`src/rtl/staprom_pkg.sv`:
```
package staprom_pkg;
  typedef enum logic [1:0] {
    SZ_BYTE = 2'd0,
    SZ_HALF = 2'd1,
    SZ_WORD = 2'd2,
    SZ_RSVD = 2'd3
  } acc_size_e;

  typedef enum logic [1:0] {
    RT_NONE = 2'd0,
    RT_PROM = 2'd1,
    RT_PORT = 2'd2
  } route_e;
endpackage

```
`src/rtl/staprom_decode.sv`:
```
module staprom_decode
  import staprom_pkg::*;
#(
  parameter int AW    = 5,
  parameter int IDX_W = 4
) (
  input  logic          win,
  input  logic [1:0]    size,
  input  logic [AW-1:0] addr,
  input  logic          wide,
  output route_e        route,
  output logic [2:0]    lanes,
  output logic [AW-1:0] fwd_addr
);
  acc_size_e sz;
  logic      multi;
  logic      io_low;

  assign sz     = acc_size_e'(size);
  assign multi  = (sz == SZ_HALF) || (sz == SZ_WORD);
  assign io_low = (addr >> IDX_W) == '0;

  always_comb begin
    route    = RT_NONE;
    fwd_addr = addr;
    unique case (sz)
      SZ_BYTE: lanes = 3'd1;
      SZ_HALF: lanes = 3'd2;
      default: lanes = 3'd4;
    endcase
    if (!win) begin
      if (io_low) begin
        if (!wide && sz == SZ_BYTE)                      route = RT_PROM;
        else if (!wide && sz == SZ_HALF && !addr[0])     route = RT_PROM;
        else if (wide && sz == SZ_WORD && addr[1:0] == 2'b00) route = RT_PROM;
      end else if (multi) begin
        route = RT_PORT;
      end
    end else begin
      if (!addr[IDX_W]) begin
        if (sz != SZ_RSVD) route = RT_PROM;
      end else if (multi) begin
        route    = RT_PORT;
        fwd_addr = AW'(addr[IDX_W-1:0]);
      end
    end
  end
endmodule

```
`src/rtl/staprom_store.sv`:
```
module staprom_store #(
  parameter int                    PROM_BYTES = 16,
  parameter int                    IDX_W      = 4,
  parameter int                    STA_BYTES  = 6,
  parameter logic [8*STA_BYTES-1:0] DEF_ADDR  = 48'hA5C3_8142_2002
) (
  input  logic             clk,
  input  logic             rst_n,
  input  logic             wr_en,
  input  logic [IDX_W-1:0] base,
  input  logic [2:0]       lanes,
  input  logic [31:0]      wdata,
  output logic [31:0]      rdata
);
  localparam int NLANE = 4;

  typedef logic [PROM_BYTES-1:0][7:0] image_t;

  function automatic image_t reset_image();
    image_t img;
    logic [8*STA_BYTES-1:0] t;
    for (int i = 0; i < PROM_BYTES; i++) begin
      t = DEF_ADDR >> (8 * i);
      img[i] = (i < STA_BYTES) ? t[7:0] : 8'h00;
    end
    return img;
  endfunction

  localparam image_t RST_IMG = reset_image();

  image_t mem_q, mem_d;

  always_comb begin
    logic [IDX_W-1:0] off;
    logic [31:0]      sh;
    mem_d = mem_q;
    for (int i = 0; i < PROM_BYTES; i++) begin
      off = IDX_W'(i) - base;
      sh  = wdata >> {off[1:0], 3'b000};
      if (32'(off) < 32'(lanes)) mem_d[i] = sh[7:0];
    end
  end

  always_ff @(posedge clk or negedge rst_n) begin
    if (!rst_n)     mem_q <= RST_IMG;
    else if (wr_en) mem_q <= mem_d;
  end

  for (genvar k = 0; k < NLANE; k++) begin : g_lane
    assign rdata[8*k +: 8] = mem_q[base + IDX_W'(k)];
  end
endmodule

```
`src/rtl/staprom_access_ctl.sv`:
```
module staprom_access_ctl
  import staprom_pkg::*;
#(
  parameter int                    AW         = 5,
  parameter int                    PROM_BYTES = 16,
  parameter int                    STA_BYTES  = 6,
  parameter logic [8*STA_BYTES-1:0] DEF_ADDR  = 48'hA5C3_8142_2002
) (
  input  logic          clk,
  input  logic          rst_n,
  input  logic          cfg_load,
  input  logic          cfg_prom_we,
  input  logic          cfg_wide,
  input  logic          req_valid,
  output logic          req_ready,
  input  logic          req_win,
  input  logic          req_write,
  input  logic [1:0]    req_size,
  input  logic [AW-1:0] req_addr,
  input  logic [31:0]   req_wdata,
  output logic          rsp_valid,
  output logic [31:0]   rsp_rdata,
  output logic          rp_req,
  output logic          rp_write,
  output logic [1:0]    rp_size,
  output logic [AW-1:0] rp_addr,
  output logic [31:0]   rp_wdata,
  input  logic          rp_ack,
  input  logic [31:0]   rp_rdata
);
  localparam int IDX_W = $clog2(PROM_BYTES);

  logic [1:0]    rst_pipe;
  logic          rst_sync_n;
  logic          we_q, we_d, wide_q, wide_d;
  logic          rsp_valid_q, rsp_valid_d;
  logic [31:0]   rsp_rdata_q, rsp_rdata_d;
  logic          rp_req_q, rp_req_d;
  logic          rp_write_q;
  logic [1:0]    rp_size_q;
  logic [AW-1:0] rp_addr_q;
  logic [31:0]   rp_wdata_q;
  logic          accept, port_load, port_done, local_done;
  route_e        route;
  logic [2:0]    lanes;
  logic [AW-1:0] fwd_addr;
  logic [31:0]   prom_rd, width_mask;

  always_ff @(posedge clk or negedge rst_n) begin
    if (!rst_n) rst_pipe <= 2'b00;
    else        rst_pipe <= {rst_pipe[0], 1'b1};
  end
  assign rst_sync_n = rst_pipe[1];

  staprom_decode #(.AW(AW), .IDX_W(IDX_W)) u_dec (
    .win(req_win), .size(req_size), .addr(req_addr), .wide(wide_q),
    .route(route), .lanes(lanes), .fwd_addr(fwd_addr)
  );

  staprom_store #(
    .PROM_BYTES(PROM_BYTES), .IDX_W(IDX_W),
    .STA_BYTES(STA_BYTES), .DEF_ADDR(DEF_ADDR)
  ) u_store (
    .clk(clk), .rst_n(rst_sync_n),
    .wr_en(accept && req_write && route == RT_PROM && we_q),
    .base(req_addr[IDX_W-1:0]), .lanes(lanes), .wdata(req_wdata),
    .rdata(prom_rd)
  );

  assign req_ready  = !rp_req_q;
  assign accept     = req_valid && req_ready;
  assign port_load  = accept && route == RT_PORT;
  assign local_done = accept && route != RT_PORT;
  assign port_done  = rp_req_q && rp_ack;

  always_comb begin
    unique case (acc_size_e'(req_size))
      SZ_BYTE: width_mask = 32'h0000_00FF;
      SZ_HALF: width_mask = 32'h0000_FFFF;
      default: width_mask = 32'hFFFF_FFFF;
    endcase
  end

  always_comb begin
    we_d        = cfg_load ? cfg_prom_we : we_q;
    wide_d      = cfg_load ? cfg_wide    : wide_q;
    rsp_valid_d = local_done || port_done;
    rsp_rdata_d = rsp_rdata_q;
    if (local_done) begin
      if (req_write)              rsp_rdata_d = '0;
      else if (route == RT_PROM)  rsp_rdata_d = prom_rd & width_mask;
      else                        rsp_rdata_d = width_mask;
    end else if (port_done) begin
      rsp_rdata_d = rp_write_q ? '0 : rp_rdata;
    end
    rp_req_d = rp_req_q;
    if (port_load)      rp_req_d = 1'b1;
    else if (port_done) rp_req_d = 1'b0;
  end

  always_ff @(posedge clk or negedge rst_sync_n) begin
    if (!rst_sync_n) begin
      we_q        <= 1'b0;
      wide_q      <= 1'b0;
      rsp_valid_q <= 1'b0;
      rsp_rdata_q <= '0;
      rp_req_q    <= 1'b0;
      rp_write_q  <= 1'b0;
      rp_size_q   <= '0;
      rp_addr_q   <= '0;
      rp_wdata_q  <= '0;
    end else begin
      we_q        <= we_d;
      wide_q      <= wide_d;
      rsp_valid_q <= rsp_valid_d;
      rp_req_q    <= rp_req_d;
      if (local_done || port_done) rsp_rdata_q <= rsp_rdata_d;
      if (port_load) begin
        rp_write_q <= req_write;
        rp_size_q  <= req_size;
        rp_addr_q  <= fwd_addr;
        rp_wdata_q <= req_wdata;
      end
    end
  end

  assign rsp_valid = rsp_valid_q;
  assign rsp_rdata = rsp_rdata_q;
  assign rp_req    = rp_req_q;
  assign rp_write  = rp_write_q;
  assign rp_size   = rp_size_q;
  assign rp_addr   = rp_addr_q;
  assign rp_wdata  = rp_wdata_q;
endmodule

```
`config.mk`:
```
export PLATFORM = sky130hd
export DESIGN_NAME = staprom_access_ctl
export DESIGN_NICKNAME = d
export VERILOG_FILES = /design/src/rtl/staprom_pkg.sv /design/src/rtl/staprom_decode.sv /design/src/rtl/staprom_store.sv /design/src/rtl/staprom_access_ctl.sv
export SDC_FILE = /design/constraint.sdc
export NUM_CORES = 1
export LEC_CHECK = 0
export BUFFER_PORTS_ARGS = -buffer_cell sky130_fd_sc_hd__buf_2
export CELL_PAD_IN_SITES_DETAIL_PLACEMENT = 1
export CELL_PAD_IN_SITES_GLOBAL_PLACEMENT = 2
export CORE_MARGIN = 2
export CORE_UTILIZATION = 43
export CTS_CLUSTER_DIAMETER = 200
export DETAILED_ROUTE_END_ITERATION = 12
export HOLD_SLACK_MARGIN = 0.06
export MAX_ROUTING_LAYER = met4
export PLACE_DENSITY = 0.92
export SYNTH_ARGS = -nofsm -noshare
export SYNTH_HDL_FRONTEND = slang
export SYNTH_SLANG_ARGS = --single-unit
```
`constraint.sdc`:
```
create_clock -name clk -period 6.7 [get_ports clk]
set_input_delay 0.67 -clock clk [delete_from_list [all_inputs] [get_ports clk]]
set_output_delay 0.67 -clock clk [all_outputs]
set_load 0.005 [all_outputs]
```
# Yosys cells after proc, flatten, opt, wreduce, memory -nomap -nowiden
# Index checks and enable logic that the tools add are counted.
[op_classes]
n_addsub = 19
n_lt_le_gt_ge = 20
eq_ne = 6
shift = 16
n_mux = 28
bitwise = 1
reduce_logical = 39
[op_table]
columns = ["op", "count"]
rows = [
  ["$shr A32 B5 Y8", 16],
  ["$mux W32", 5],
  ["$bmux W8 S4", 4],
  ["$lt A4 B3 Y1", 16],
  ["$pmux W32 S2", 1],
  ["$reduce_and A2 Y1", 17],
  ["$and A32 B32 Y32", 1],
  ["$mux W8", 4],
  ["$sub A4 B4 Y4 const A", 8],
  ["$lt A4 B5 Y1 const B", 4],
  ["$sub A3 B4 Y4 const A", 4],
  ["$mux W5", 3],
  ["$logic_and A1 B1 Y1", 12],
  ["$mux W2", 6],
  ["$add A4 B2 Y4 const B", 2],
  ["$sub A1 B4 Y4 const A", 2],
  ["$sub A2 B4 Y4 const A", 2],
  ["$pmux W3 S2", 1],
  ["$logic_not A5 Y1", 1],
  ["$add A4 B1 Y4 const B", 1],
  ["$eq A2 B1 Y1 const B", 2],
  ["$eq A2 B2 Y1 const B", 2],
  ["$logic_not A2 Y1", 2],
  ["$mux W1", 4],
  ["other kinds (4)", 9],
]
[word_totals]
regBits = 206
inputBits = 80
out_inout_bits = 75
wordCells = 155

# Depth between registers and ports, before layout
# Gate-level depths: netlist of the first run.
[logic_depth]
ltp_word = 12
mapped_depth = 13
ltp_nobuf = 9

# Modules after synthesis
# From an unflattened synthesis of the first run, not the netlist that was laid out.
[hier_totals]
hier_cells = 1065
hier_area_um2 = 13681.9
[modules_own_cells]
columns = ["mod", "n_inst", "cells_each", "area_each_um2", "seq_area_each_um2"]
rows = [
  ["staprom_store", 1, 758, 10178.5, 3220.6],
  ["staprom_access_ctl", 1, 287, 3334.4, 1951.9],
  ["staprom_decode", 1, 20, 168.9, 0.0],
]

# Worst setup path before layout of the first run
# Ideal clock, no wire load.
[synth_path]
path_type = "in2reg"
from = "in req_addr[1]"
to = "reg u_store.mem_q[16] in the netlist's numbering"
setup_time_ns = 0.125
t_arrival_ns = 3.606
required_ns = 6.575
slack_ns = 2.969
cell_stages = 13
path_buffers = 5
cell_sequence = "clkbuf_1 inv_1 clkbuf_1 ha_1 buf_2 buf_1 inv_1 ha_1 a21o_1 a21oi_1 or3b_1 buf_6 mux2_4"
[synth_between]
elab_chain_cells = 11
elab_cells_between_ends = 14
cone_classes = "1 x add/sub; 1 x order compare; 1 x eq/ne; 1 x shift; 5 x mux; 5 x reduce/logical"
[synth_rtl]
columns = ["item", "line_no", "source"]
rows = [
  ["start, declared", "staprom_access_ctl.sv:19", "input logic [AW-1:0] req_addr,"],
  ["$logic_not A2 Y1", "staprom_decode.sv:35", "else if (wide && sz == SZ_WORD && addr[1:0] == 2'b00) route = RT_PROM;"],
  ["$logic_and A1 B1 Y1", "staprom_decode.sv:35", ""],
  ["$mux W1", "staprom_decode.sv:35", ""],
  ["$mux W2", "staprom_decode.sv:34", "else if (!wide && sz == SZ_HALF && !addr[0]) route = RT_PROM;"],
  ["$mux W2", "staprom_decode.sv:33", "if (!wide && sz == SZ_BYTE) route = RT_PROM;"],
  ["$mux W2", "staprom_decode.sv:32", "if (io_low) begin"],
  ["$mux W2", "staprom_decode.sv:31", "if (!win) begin"],
  ["$eq A2 B1 Y1", "staprom_access_ctl.sv:65", ".wr_en(accept && req_write && route == RT_PROM && we_q),"],
  ["$logic_and A1 B1 Y1 (2 in series)", "staprom_access_ctl.sv:65", ""],
  ["$reduce_and A2 Y1 (no source line)", "--", ""],
  ["end signal, assigned", "staprom_store.sv:46", "else if (wr_en) mem_q <= mem_d;"],
  ["end, declared", "staprom_store.sv:31", "image_t mem_q, mem_d;"],
]
# Parallel ways exist; a longest one is shown, timed or not.
# A chain may end at the register's enable or synchronous reset.

# Worst setup path after layout of the first run
[layout_path]
from = "in req_addr[0]"
to = "reg u_store.mem_q[20] in the netlist's numbering"
# Same word-level chain as after synthesis.

==> run summary, run 1 <==
Via count -> 10.2k
Worst-path clk slew -> 0.06 ns
Final Net Count -> 1169
Drt first pass iters -> 5
Post-synth EDFFs -> 0
Ys async rst share -> 100%
Syn Nets -> 1040
Slew at the pin closest to its max-slew limit -> 1.31 ns
DR vias/cell -> 6.93
TritonCTS clock tree -> yes
Relative slew slack -> 12.2%
Yosys warns -> 0
Worst path required time -> 7.13 ns
Final min period -> 3.97 ns
Area of the multi-input gates -> 8000 um^2
Starting Density -> 43.9%
Total power draw -> 4.51 mW
Clock H-tree levels -> 1
Outcome -> complete, no violations
Full die area -> 32800 um^2
Post-DR wirelength/cell -> 31.0 um
Register area share after synthesis -> 38.3%
CTS Buffer Depth -> 3
DRT iter0 DRCs -> 980
Top cells by area, synth -> dfrtp_1 (36%), mux4_2 (27%), mux2_2 (13%)
Die Wd -> 181 um
Post-Synthesis Cells -> 932
Layout area overhead -> 14.6%
First-pass GRT wire length -> 69800 um
R2r setup slk -> 3.50 ns
Critical path peak fanout -> 64
Vias in the first global route -> 10.8k
Post-cts sizing count -> 0
Max IR drop VDD -> 0.178 mV
Crit path capture type -> register
Critical Path Start Type -> input port
Max-slew violations -> 0
Setup TNS -> 0 ns
Post-DRT Antenna Nets -> 0
R2r startpoint -> rp_req
Skew-Pair Late Insertion Delay -> 0.55 ns
P per Cell Area -> 291 nW/um^2
Reg2reg end -> u_store.mem_q[41]
Final setup vio count -> 0
Non-filler cells, final -> 1479
Largest area contributor in the netlist -> dfrtp_1
Pre-CTS WS -> 2.17 ns
Max Cap Viol -> 0
WL final -> 45800 um
Final HPWL DP -> 30400 um
RSZ-0062 raised after global routing -> no
Post-route DRC -> 0
Post-Place Cells -> 1428
Die height -> 181 um
Ports -> 155
Avg Cell Area, Syn -> 14.5 um^2
Fmax -> 252 MHz
Cell Rows -> 64
Clk_skew -> 0.0227 ns
R2R depth -> 5
Largest net degree at the start of global routing -> 189
Reg area -> 5180 um^2
Crit Path Category -> input port to register
Static Leak -> 6.68 nW
Tcrit/Tclk final -> 59.3%
Prevailing post-synth register cell -> dfrtp_1
CTS root buf -> clkbuf_16
Post-CTS Setup Inserts -> 0
Area share of the largest cell type after synthesis -> 35.6%
CTS buffer count -> 26
Final Wtd Congestion -> 0.912
Hold_ws -> 0.191 ns
Post-synthesis cell type count -> 57
Area of the core -> 30700 um^2
Fin. Hold Viols -> 0
Worst Slack Setup Final -> 2.73 ns
Grt ovf -> 0
Initial antenna violation count -> 2
Critical Path AT -> 4.40 ns
GR Util All Layers -> 29.0%
Worst hold path class -> register to async pin
FF+latch count, synth -> 206
CTS sink cnt -> 206
Cell area after synthesis -> 13500 um^2
Port Buffers -> 154
Filler Cells Inserted -> 3078
Layout cells sized above 1 -> 53.8%
==> metal layers <==
metal / up-vias / track usage (%) / share of wire, % / wire (um)
li1: 4072 / - / - / -
met1: 5337 / 36.9 / 38 / 17300
met2: 669 / 43.9 / 45 / 20800
met3: 170 / 6.91 / 10 / 4760
met4: 0 / 14.0 / 6.3 / 2880
met5: - / - / 0 / 0
==> cells by family after synthesis <==
group / synth area share, %
AO/OA/AOI/OAI: 8.36
XOR/XNOR: 0.843
adder cells (fa/ha/maj): 2.59
buffers and inverters: 2.89
flip-flops: 38.3
multiplexers: 42.1
other: 0.0278
AND/OR/NAND/NOR: 4.84
==> synthesized netlist by cell type, types with 3 or more instances <==
master / instances
dfrtp_1: 192
mux4_2: 160
mux2_2: 157
nand2_1: 33
clkbuf_1: 32
ha_1: 28
a22oi_1: 24
buf_2: 24
a21oi_1: 23
and3_1: 21
a31oi_1: 18
mux2_4: 16
a311oi_1: 14
dfstp_2: 14
nor2_1: 12
o21ai_0: 12
inv_1: 11
o221ai_1: 11
xnor2_1: 9
a221oi_1: 8
mux2i_1: 8
o2bb2ai_1: 8
a221o_1: 7
buf_1: 6
buf_4: 6
nand3_1: 6
a211o_1: 5
a211oi_1: 5
nor2b_1: 5
nand3_2: 4
xor2_1: 4
a21o_1: 3
a32oi_1: 3
and2_1: 3
buf_6: 3
nand2b_1: 3
o22a_1: 3
or2_2: 3
or3_1: 3
==> metrics by stage <==
step	utilization (%)	cell area [um^2]
after floorplan	-	13500
after global placement	47.6	14600
after detailed placement	47.6	14600
after CTS	50.3	15500
after global routing	50.3	15500
final	50.3	15500
==> area by class of cell <==
class | count | share of cell area [%]
Clock inverter | 6 | 0.380
Sequential cell | 206 | 33.5
Inverter | 13 | 0.315
Clock buffer | 42 | 4.92
Antenna cell | 2 | 0.0323
Timing Repair Buffer | 172 | 6.01
Tap cell | 396 | 3.20
Multi-Input combinational cell | 642 | 51.7
==> critical path, stage by stage <==
cell and delay [ns]:
clkbuf_8 0.50, clkinv_1 0.50, ha_4 0.71, inv_1 0.19, ha_1 0.34, a21o_1 0.18, a21oi_1 0.21, or3b_1 0.66
mux2_4 0.40
==> placed cells by master (no fill, tap or decap), drive strengths merged, types with 3 or more instances in the layout <==
| cell | netlist | layout |
|---|---|---|
| dfrtp | 192 | 192 |
| mux2 | 173 | 173 |
| buf | 39 | 170 |
| mux4 | 160 | 160 |
| clkbuf | 32 | 43 |
| nand2 | 33 | 33 |
| ha | 28 | 28 |
| a22oi | 24 | 24 |
| a21oi | 23 | 23 |
| and3 | 21 | 21 |
| a31oi | 18 | 18 |
| a311oi | 14 | 14 |
| dfstp | 14 | 14 |
| o21ai | 13 | 13 |
| nor2 | 12 | 12 |
| inv | 11 | 11 |
| o221ai | 11 | 11 |
| nand3 | 10 | 10 |
| xnor2 | 9 | 9 |
| mux2i | 8 | 8 |
| a221oi | 8 | 8 |
| o2bb2ai | 8 | 8 |
| a221o | 7 | 7 |
| clkinv | 2 | 7 |
| a211oi | 6 | 6 |
| nor2b | 5 | 5 |
| a211o | 5 | 5 |
| a21o | 4 | 4 |
| xor2 | 4 | 4 |
| or2 | 3 | 3 |
| and2 | 3 | 3 |
| nand2b | 3 | 3 |
| o22a | 3 | 3 |
| a32oi | 3 | 3 |
| or3 | 3 | 3 |
| nor3 | 3 | 3 |
| nand3b | 3 | 3 |
==> report_power, final <==
group | internal (mW) | switching, mW | total, mW
registers | 1.54 | 0.307 | 1.84
logic | 0.710 | 0.581 | 1.29
clock network | 0.812 | 0.561 | 1.37
==> sequential cells by signal, indices dropped and copies added, names as in the netlist, 2 cells and up <==
name,count
rp_addr,5
rp_wdata,32
rsp_rdata,32
rst_pipe,2
u_store.mem_q,128
rp_size,2
==> worst max-delay path by stage <==
stage	from	end	slack [ns]
after global routing	req_addr[0]	rsp_rdata[16]	2.47
after floorplan	rst_pipe[1]	rp_addr[0]	0.56
after detailed placement	req_addr[0]	u_store.mem_q[20]	2.17
after global placement	req_addr[0]	u_store.mem_q[16]	2.26
final	req_addr[0]	u_store.mem_q[20]	2.73
after CTS	req_addr[0]	u_store.mem_q[20]	2.72
==> repair_timing <==
action	in CTS	in global routing
endpoints found under the hold margin	2	0
endpoints found under the setup margin	0	0
hold buffers	1	0
No activity file was read; power rests on OpenSTA's default activity.
==> run 2: changes to the inputs <==
ABC_AREA = 1   (was not set)
CORE_UTILIZATION = 30   (was 43)
PLACE_DENSITY = 0.88   (was 0.92)
clock period = 3.2 ns   (was 6.7 ns; I/O delays follow)
==> run summary, run 2 <==
Outcome -> complete, no violations
Max IR drop VDD -> 0.360 mV (+100%)
Worst hold path class -> input port to async pin
Prevailing post-synth register cell -> dfrtp_1
Max reg flops -> 128 (unchanged)
RSZ-0062 raised after global routing -> no
Non-filler cells, final -> 2832 (+91%)
Die Wd -> 218 um (+20%)
Final Net Count -> 2321 (+99%)
Initial antenna violation count -> 0 (-2)
Fmax -> 418 MHz
Die height -> 218 um (+20%)
Commonest non-fill, non-tap cells in the layout -> nand2_1 (795), nand3_1 (411), o21ai_0 (197)
GR Util All Layers -> 26.8% (-2.2 points)
Skew-Pair Late Insertion Delay -> 0.56 ns (about the same)
DRT iter0 DRCs -> 1163 (+19%)
Relative slew slack -> 11.4% (-0.75 points)
Utilization after layout -> 36.3% (-14 points)
R2r setup slk -> 0.85 ns (-2.65 ns)
Cell Chain, Critical Path -> dlygate4sd3_1, buf_2, a21oi_1, nand2_4, inv_4, nand2_4, buf_4, nor2_4, nand2_1, nand2_1, nand2_1
Cts hold-fix bufs -> 24 (+23)
Reg area -> 5180 um^2 (unchanged)
Grt ovf -> 0 (unchanged)
FF+latch count, synth -> 206 (unchanged)
Worst Slack Setup Final -> 0.807 ns (-1.92 ns)
Cell mode on critical path -> nand2_1
Via count -> 15.4k (+50%)
Post-route DRC -> 0 (unchanged)
Post-DRT Antenna Nets -> 0 (unchanged)
Largest reg by FF count -> u_store.mem_q
Critical path peak fanout -> 27 (-58%)
Clk_skew -> 0.0160 ns (-0.00671 ns)
Top cells by area, synth -> dfrtp_1 (35%), nand2_1 (22%), nand3_1 (15%)
Largest net degree at the start of global routing -> 106 (-44%)
Post-Place Cells -> 2761 (+93%)
Area of the multi-input gates -> 7570 um^2 (-5.3%)
Setup TNS -> 0 ns (unchanged)
Area of the core -> 45200 um^2 (+47%)
Synth cell count leaders -> nand2_1 (795), nand3_1 (412), o21ai_0 (197), dfrtp_1 (192), inv_1 (103)
Cell Rows -> 78 (+22%)
Reg2reg end -> u_store.mem_q[49]
Max-slew violations -> 0 (unchanged)
TritonCTS clock tree -> yes
Post-DP Area -> 15200 um^2 (+3.9%)
Post-cts sizing count -> 0 (unchanged)
Largest area contributor in the netlist -> dfrtp_1
Static Leak -> 8.25 nW (+24%)
Final Wtd Congestion -> 0.910 (-0.16%)
Cell area after synthesis -> 13700 um^2 (+1.5%)
CTS buffer count -> 26 (unchanged)
Register area share after synthesis -> 37.8% (-0.55 points)
CTS sink cnt -> 206 (unchanged)
Slew at the pin closest to its max-slew limit -> 1.31 ns (+0.00223 ns)
Clock H-tree levels -> 1 (unchanged)
Grt peak-use layer -> met2
Critical Path Start Type -> input port
Crit path capture type -> register
Slowest stage cell on the critical path -> dlygate4sd3_1
Grt met2 use -> 42.9% (-1.0 points)
Pre-CTS WS -> 0.465 ns (-1.71 ns)
Post-synth EDFFs -> 0 (unchanged)
Post-DR wirelength/cell -> 21.9 um (-29%)
R2R depth -> 11 (+6)
Filler Cells Inserted -> 5766 (+87%)
Met1 usage -> 34.7% (-2.2 points)
CTS root buf -> clkbuf_16
Avg Cell Area, Syn -> 6.64 um^2 (-54%)
Total power draw -> 9.88 mW (+120%)
Port Buffers -> 154 (unchanged)
R2r startpoint -> wide_q
Syn Nets -> 2171 (+110%)
Area share of the largest cell type after synthesis -> 35.1% (-0.51 points)
Starting Density -> 30.3% (-14 points)
Drt first pass iters -> 5 (unchanged)
Yosys warns -> 0 (unchanged)
Critical Path AT -> 2.83 ns (-1.57 ns)
Count leader, synth -> nand2_1
Vias in the first global route -> 15.6k (+45%)
WL final -> 62000 um (+35%)
Final min period -> 2.39 ns
Hold_ws -> 0.0852 ns (-0.106 ns)
P per Cell Area -> 603 nW/um^2 (+110%)
DR vias/cell -> 5.43 (-22%)
Met3 Usage GRT -> 3.84% (-3.1 points)
Full die area -> 47400 um^2 (+44%)
Crit Path Category -> input port to register
CTS Buffer Depth -> 3 (unchanged)
Ports -> 155 (unchanged)
Layout cells sized above 1 -> 14.2% (-40 points)
Worst path required time -> 3.64 ns (-3.49 ns)
Post-CTS Setup Inserts -> 0 (unchanged)
Layout area overhead -> 19.6%
Max Cap Viol -> 0 (unchanged)
First-pass GRT wire length -> 94300 um (+35%)
CP max stage delay -> 0.53 ns (-0.18 ns)
Ys async rst share -> 100% (unchanged)
Tcrit/Tclk final -> 74.8%
Post-synthesis cell type count -> 39 (-32%)
Leading cell type in the layout, fill and taps excluded -> nand2_1
Final HPWL DP -> 45500 um (+50%)
Antenna cell count -> 0 (-2)
Final setup vio count -> 0 (unchanged)
Worst-path clk slew -> 0.06 ns (about the same)
Post-route cell area -> 16400 um^2 (+5.9%)
Fin. Hold Viols -> 0 (unchanged)
Post-Synthesis Cells -> 2063 (+120%)
==> run 2: worst max-delay path by stage <==
stage	slack (ns)	cells past startpoint	from	to
after floorplan	0.02	16	req_addr[1]	u_store.mem_q[48]
after global placement	0.55	12	req_addr[0]	u_store.mem_q[16]
after detailed placement	0.46	11	req_size[0]	u_store.mem_q[20]
after CTS	0.83	11	req_win	u_store.mem_q[49]
after global routing	0.71	11	req_win	u_store.mem_q[49]
final	0.81	11	req_win	u_store.mem_q[49]
==> run 2: critical path: cells and delay by family <==
family	cells	cell delay (ns)
compound gates	1	0.25
buf+inv	4	1.14
simple gates	6	1.08
==> run 2: cell type report <==
cell class,count,share of cell area (%)
clock buffer,39,4.83
clock inverter,8,0.855
inverter,114,2.66
multi-input combinational,1627,46.2
sequential,206,31.6
tap,600,4.58
timing repair buffer,238,9.26
==> run 2: report_power, final <==
part	switching (mW)	total (mW)	internal, mW
registers	0.525	3.73	3.21
clock network	1.25	3.26	2.02
logic	1.89	2.88	0.995
total	3.66	9.88	6.22
==> run 2: per-layer routing <==
metal  routed length [um]  vias up  part of all wire, %
met3                 3580      131                  5.8
met1                27500     7660                   44
li1                     -     7094                    -
met4                 2370        0                  3.8
met5                    0        -                    0
met2                28500      502                   46
==> run 2: kinds of logic after synthesis <==
kind of cell,Yosys count,synth area share [%]
compound gates,299,11.6
xor+xnor,9,0.630
fa+ha+maj,28,2.56
buf+inv,230,7.03
flops,206,37.8
other cells,1,0.0274
simple gates,1290,40.4
